===== src/rtl/chan_inj_pkg.sv =====
package chan_inj_pkg;

  localparam int DEF_FRAME_LEN = 7;
  localparam int NUM_SEL = 2;

  // True when a select value names a bit that exists in the frame and
  // equals the current bit index.
  function automatic bit pos_hit(input int idx, input int pos, input int frame_len);
    return (pos < frame_len) && (idx == pos);
  endfunction

  // Next value of the bit index while a frame is active.
  function automatic int idx_step(input int idx);
    return idx + 1;
  endfunction

endpackage


===== src/rtl/chan_bit_index.sv =====
module chan_bit_index #(
  parameter int FRAME_LEN = 7,
  parameter int IDX_W = 3
) (
  input  logic             clk,
  input  logic             rst,
  input  logic             start,
  output logic [IDX_W-1:0] cur_idx,
  output logic             in_frame
);
  import chan_inj_pkg::*;

  localparam logic [IDX_W-1:0] LAST_IDX = IDX_W'(FRAME_LEN - 1);

  logic [IDX_W-1:0] cnt_q;
  logic             act_q;

  // The start cycle is index 0 by itself; the register holds the index of
  // the next cycle.
  assign cur_idx  = start ? '0 : cnt_q;
  assign in_frame = start | act_q;

  always_ff @(posedge clk) begin
    if (rst) begin
      cnt_q <= '0;
      act_q <= 1'b0;
    end else if (start) begin
      cnt_q <= IDX_W'(1);
      act_q <= (FRAME_LEN > 1);
    end else if (act_q) begin
      if (cnt_q == LAST_IDX) begin
        act_q <= 1'b0;
      end else begin
        cnt_q <= IDX_W'(idx_step(int'(cnt_q)));
      end
    end
  end

endmodule


===== src/rtl/chan_ctrl_latch.sv =====
module chan_ctrl_latch #(
  parameter int IDX_W = 3,
  parameter int NSEL = 2
) (
  input  logic                       clk,
  input  logic                       rst,
  input  logic                       load,
  input  logic                       en_in,
  input  logic [NSEL-1:0][IDX_W-1:0] pos_in,
  output logic                       en_q,
  output logic                       en_eff,
  output logic [NSEL-1:0][IDX_W-1:0] pos_eff
);

  logic [NSEL-1:0][IDX_W-1:0] pos_q;

  // In the load cycle the live controls govern bit 0, afterwards the
  // captured copy governs the rest of the frame.
  assign en_eff  = load ? en_in : en_q;
  assign pos_eff = load ? pos_in : pos_q;

  always_ff @(posedge clk) begin
    if (rst) begin
      en_q  <= 1'b0;
      pos_q <= '0;
    end else if (load) begin
      en_q  <= en_in;
      pos_q <= pos_in;
    end
  end

endmodule


===== src/rtl/chan_flip_gen.sv =====
module chan_flip_gen #(
  parameter int FRAME_LEN = 7,
  parameter int IDX_W = 3,
  parameter int NSEL = 2
) (
  input  logic                       in_frame,
  input  logic [IDX_W-1:0]           cur_idx,
  input  logic                       en_eff,
  input  logic [NSEL-1:0][IDX_W-1:0] pos_eff,
  output logic [NSEL-1:0]            sel_hit,
  output logic                       flip
);
  import chan_inj_pkg::*;

  for (genvar g = 0; g < NSEL; g++) begin : g_sel
    assign sel_hit[g] = pos_hit(int'(cur_idx), int'(pos_eff[g]), FRAME_LEN);
  end

  // Equal selects hit the same index once, so a single bit is inverted.
  assign flip = en_eff & in_frame & (|sel_hit);

endmodule


===== src/rtl/chan_err_inject.sv =====
module chan_err_inject #(
  parameter int FRAME_LEN = chan_inj_pkg::DEF_FRAME_LEN,
  localparam int IDX_W = $clog2(FRAME_LEN + 1)
) (
  input  logic             clk,
  input  logic             rst,
  input  logic             ser_in,
  input  logic             enc_ready,
  input  logic             inj_en,
  input  logic [IDX_W-1:0] pos_a,
  input  logic [IDX_W-1:0] pos_b,
  output logic             ser_out
);
  import chan_inj_pkg::*;

  logic [IDX_W-1:0]                  cur_idx;
  logic                              in_frame;
  logic                              en_q;
  logic                              en_eff;
  logic [NUM_SEL-1:0][IDX_W-1:0]     pos_live;
  logic [NUM_SEL-1:0][IDX_W-1:0]     pos_eff;
  logic [NUM_SEL-1:0]                sel_hit;
  logic                              flip;

  assign pos_live[0] = pos_a;
  assign pos_live[1] = pos_b;

  chan_bit_index #(.FRAME_LEN(FRAME_LEN), .IDX_W(IDX_W)) u_idx (
    .clk      (clk),
    .rst      (rst),
    .start    (enc_ready),
    .cur_idx  (cur_idx),
    .in_frame (in_frame)
  );

  chan_ctrl_latch #(.IDX_W(IDX_W), .NSEL(NUM_SEL)) u_ctrl (
    .clk     (clk),
    .rst     (rst),
    .load    (enc_ready),
    .en_in   (inj_en),
    .pos_in  (pos_live),
    .en_q    (en_q),
    .en_eff  (en_eff),
    .pos_eff (pos_eff)
  );

  chan_flip_gen #(.FRAME_LEN(FRAME_LEN), .IDX_W(IDX_W), .NSEL(NUM_SEL)) u_flip (
    .in_frame (in_frame),
    .cur_idx  (cur_idx),
    .en_eff   (en_eff),
    .pos_eff  (pos_eff),
    .sel_hit  (sel_hit),
    .flip     (flip)
  );

  assign ser_out = ser_in ^ flip;

endmodule


===== config.mk =====
export PLATFORM = sky130hd
export DESIGN_NAME = chan_err_inject
export DESIGN_NICKNAME = d
export VERILOG_FILES = /design/src/rtl/chan_inj_pkg.sv /design/src/rtl/chan_bit_index.sv /design/src/rtl/chan_ctrl_latch.sv /design/src/rtl/chan_flip_gen.sv /design/src/rtl/chan_err_inject.sv
export SDC_FILE = /design/constraint.sdc
export NUM_CORES = 1
export LEC_CHECK = 0
export CORE_AREA = 2 2 39 41
export DETAILED_ROUTE_END_ITERATION = 8
export DIE_AREA = 0 0 41 43
export PLACE_DENSITY_LB_ADDON = 0.25
export SYNTH_ARGS = -nofsm -noshare
export SYNTH_HDL_FRONTEND = slang
export SYNTH_HIERARCHICAL = 1
export SYNTH_SLANG_ARGS = --single-unit

===== constraint.sdc =====
create_clock -name clk -period 4.34 [get_ports clk]
set_input_delay 0.434 -clock clk [delete_from_list [all_inputs] [get_ports clk]]
set_output_delay 0.434 -clock clk [all_outputs]
set_load 0.01 [all_outputs]

Word-level counts from Yosys, hierarchy flattened. Index checks and enable logic that the tools add are counted.

Add/sub/neg operators: 1. $lt $le $gt $ge: 2. Equality and inequality tests: 4. Muxes and demuxes: 9. Bitwise operators: 5. Reductions and logical operators: 7.

Operator list (count): two-way mux 1 bit (7); equality test 3 bit (2); less-than comparator 3 bit, second input constant (2); two-way mux 6 bit (1); AND reduction 2 bit (2); OR reduction 2 bit (2); adder 3 x 1 -> 3 bit, second input constant (1); equality test 3 bit, second input constant (1); two-way mux 3 bit (1); bitwise AND 1 bit (2); logical AND 1 bit (2); != test 2 bit, second input constant (1); nonzero test 2 bit (1); NOT 1 bit (1); bitwise OR 1 bit (1); bitwise XOR 1 bit (1).

Bits in registers: 11. Input port bits: 11. Word-level logic and storage cells: 34.

Depth between registers and ports, before layout.
Depth after elaboration: 6. Mapped depth: 6.

Cells and area by module. Netlist, hierarchy kept.

Modules (own cells, without submodules): chan_ctrl_latch (times used 1, cells an instance 22, area each 300.3 µm², sequential area each 140.1 µm²); chan_bit_index (times used 1, cells an instance 23, area each 214.0 µm², sequential area each 80.1 µm²); chan_flip_gen (times used 1, cells an instance 11, area each 101.3 µm², sequential area each 0.0 µm²); chan_err_inject (times used 1, cells an instance 1, area each 8.8 µm², sequential area each 0.0 µm²).

Worst setup path after synthesis. Ideal clock, no wire load.

Kind: in2out. From: input port enc_ready. To: output port ser_out. Data arrival time: 1699 ps. Data required time: 3906 ps. Slack: 2207 ps. Cell stages on the path: 6. Buffers on the path: 1. Cells stage by stage: buf_6 mux2_4 xor2_1 nor4_2 o211a_1 xor2_1.

RTL lines: start, declared (line chan_err_inject.sv:8) `input logic enc_ready,`; end, declared (line chan_err_inject.sv:12) `output logic ser_out`.

==> impl_results.md <==
* First-pass GRT wire length at 1780 um
* Yosys warning count at 6
* Cell Area, Synth at 624 sq um
* Worst skew pair latency at 260 ps
* Seq/Total Area, Yosys at 0.353
* Max cap viols at 0
* Reg power frac at 0.480
* Final setup vio count at 0
* Total net switching power at roughly 0.056 mW
* Die area at 1760 sq um
* Vias per cell at between 4 and 5
* Synthesized instance count at 57
* Hold Startpoint: u_idx/cnt_q[1]
* Crit-path max FO at 15
* Vias at about 430
* R2R depth at 5
* Global placement routability congestion at around 0.71
* Residual DRC at 0
* FF-to-FF End: u_idx/cnt_q[2]
* Worst hold-check path type: reg2reg
* Fin crit period at between 3000 and 4000 ps
* Synth Area in Compound Gates at 0.112
* Area share of and/or/nand/nor cells after synthesis at 0.192
* Post-Place Setup Slack at a little over 800 ps
* DR iter-0 viols at 1
* Multiplexer share of the synthesized area at 0.168
* Adder-cell area share of the yosys netlist at 0.0401
* Clock Power Share at 0.307
* Vias in the first global route at 430
* R2r setup slk at 2870 ps
* Fillers at roughly 130
* Net Sw Frac at 0.246
* Routed Antenna Nets at 0
* Clk pin slew, worst setup/hold paths at about 70 ps
* Static Leak at 0.352 nW
* Area Overhead vs Synth at 23.2%
* Pwr/cell area at slightly below 300 nW/um^2
* Largest net degree at the start of global routing at 16
* Crit share post-route at 0.805
* Worst R2R Start: u_idx/cnt_q[0]
* Routed Wire Length at just over 1000 um
* Synth top area share at 0.353
* Logic gate share of total power at 0.213
* Total GRT Usage at 0.151
* TritonCTS buffer count at 3
* CTS tree: yes
* Routed WL per cell at 11.7 um
* Setup repair after global routing missed its margin: false
* Final Skew at around 0.068 ps
* CTS root buf: clkbuf_4
* Largest area contributor in the netlist: dfxtp_1
* Cts repair resizes at 0
* FFs w/ async S/R, synth at 0
* Mapped Nets at 70
* Hold Path Cell Cnt at 2
* Slew headroom at 0.524
* Int Pwr at between 0.15 and 0.2 mW
* Top cells by area, synth: dfxtp_1 35%, mux2_4 17%, xor2_1 9.8%
* Setup TNS at 0 ps
* Yosys reg bits at 11
* Post-DP Area at around 740 sq um
* Actual slew at the worst max-slew pin at between 700 and 800 ps
* Number of buffers added on ports at 11
* Core ar. at approximately 1400 sq um
* Worst Hold Path EP: u_idx/cnt_q[1]
* Antenna diodes at 0
* Status: completed
* EDFF count, synth at 0
* Max-slew violation count at 0
* Maximum vdd ir drop at 0.000189 V
* Mean post-synth cell area at around 11 sq um
* Post-CTS setup buffer count at 0
* Crit start category: input port
* Most used DFF post-synth: dfxtp_1
* Worst Path Required at around 3900 ps
* Hold WS at 553 ps
* Post-synth top cells: 11 x dfxtp_1, 9 x nor2b_1, 7 x mux2_4, 7 x xor2_1, 3 x inv_1
* Congestion Overflow GR at 0
* Detailed placer's ending HPWL at about 760 um
* Nets@finish at 85
* Final WS setup at approximately 850 ps
* Starting Density at 0.451
* Die Wd at 41 um
* Setup CP Type: in2out
* I/O Pins at 12
* Hold-fix buffers at CTS at 0
* Die height at ~43 um
* DRT Pass-1 Iters at 2
* Post-Synth XOR/XNOR Area at 0.0982
* Most common cell in the synthesized netlist: dfxtp_1
* H-tree levels at 1
* Design area at slightly below 800 sq um
* Crit end category: output pin
* Longest Clk Path Bufs at 2
* Max Fclk at 286 MHz
* CTS Sinks at 11
* Initial antenna violation count at 0
* Arr. time, crit path at about 3000 ps
* Row count at 14
* Layout cells sized above 1 at 0.211
* Largest family of logic cells by synthesized area: simple AND/OR/NAND/NOR gates
* Number of hold violations in the final report at 0
* Yosys cell types at 22
==> metal layers <==
layer | part of all wire | vias to the layer above | global-route usage | wire [um]
met2 | 0.44 | 9 | 0.206 | 453
met5 | 0 | - | 0 | 0
li1 | - | 224 | - | -
met4 | 0.012 | 0 | 0.100 | 12
met1 | 0.50 | 199 | 0.203 | 511
met3 | 0.040 | 2 | 0.0314 | 41
==> critical path, cell delays in order <==
cell	delay, ps
clkdlybuf4s50_1	930
mux2_4	370
xor2_1	170
nor4_2	280
o211a_1	200
xor2_1	130
clkdlybuf4s50_1	540
==> layout make-up <==
| cell class | instances | area, sq um | area share |
|---|---|---|---|
| inverters | 3 | 11.3 | 0.0146 |
| flip-flops and latches | 11 | 220 | 0.286 |
| multi-input cells | 42 | 382 | 0.496 |
| repair buffers | 11 | 110 | 0.143 |
| clock buffers | 4 | 26.3 | 0.0341 |
| well taps | 16 | 20.0 | 0.0260 |
==> logic make-up (layout without fill, tap and decap cells) <==
kind of cell	after synthesis	in the layout
compound gates	8	8
xor+xnor	7	7
fa+ha+maj	2	2
buf+inv	4	18
flops	11	11
mux	7	7
simple gates	18	18
==> worst max path at each step <==
| stage | from | to | slack [ps] | cells past startpoint |
|---|---|---|---|---|
| final | enc_ready | ser_out | 850 | 7 |
| after global routing | enc_ready | ser_out | 730 | 7 |
| after global placement | enc_ready | ser_out | 860 | 7 |
| after detailed placement | enc_ready | ser_out | 810 | 7 |
| after CTS | enc_ready | ser_out | 810 | 7 |
| after floorplan | enc_ready | ser_out | 2210 | 6 |
==> state kept, by name, summed over array words and instances (netlist names) <==
register      flops
u_idx/cnt_q       3
u_ctrl/en_q       1
u_ctrl/pos_q      6
u_idx/act_q       1
==> layout by cell type (no fill, tap or decap), types with 2 or more instances in the layout <==
| master | netlist | final |
|---|---|---|
| clkdlybuf4s50_1 | 0 | 11 |
| dfxtp_1 | 11 | 11 |
| nor2b_1 | 9 | 9 |
| xor2_1 | 7 | 7 |
| mux2_4 | 7 | 7 |
| clkbuf_4 | 0 | 3 |
| inv_1 | 3 | 3 |
| nor4_2 | 2 | 2 |
| nor2_1 | 2 | 2 |
| ha_1 | 2 | 2 |
==> power by group through the flow <==
stage	sequential (mW)	combinational, mW	clock [mW]
after floorplan	0.111	0.0315	0
after CTS	0.109	0.0489	0.0725
final	0.109	0.0483	0.0697
after global routing	0.110	0.0532	0.0732
after detailed placement	0.112	0.0486	0
after global placement	0.111	0.0476	0
==> metrics by stage <==
stage                     power [mW]   util  std cells
after detailed placement       0.160  0.537         83
after CTS                      0.231  0.556         87
after global routing           0.236  0.556         87
after floorplan                0.142      -         57
after global placement         0.159  0.537         83
final                          0.227  0.556         87
No activity file was read; power rests on OpenSTA's default activity.
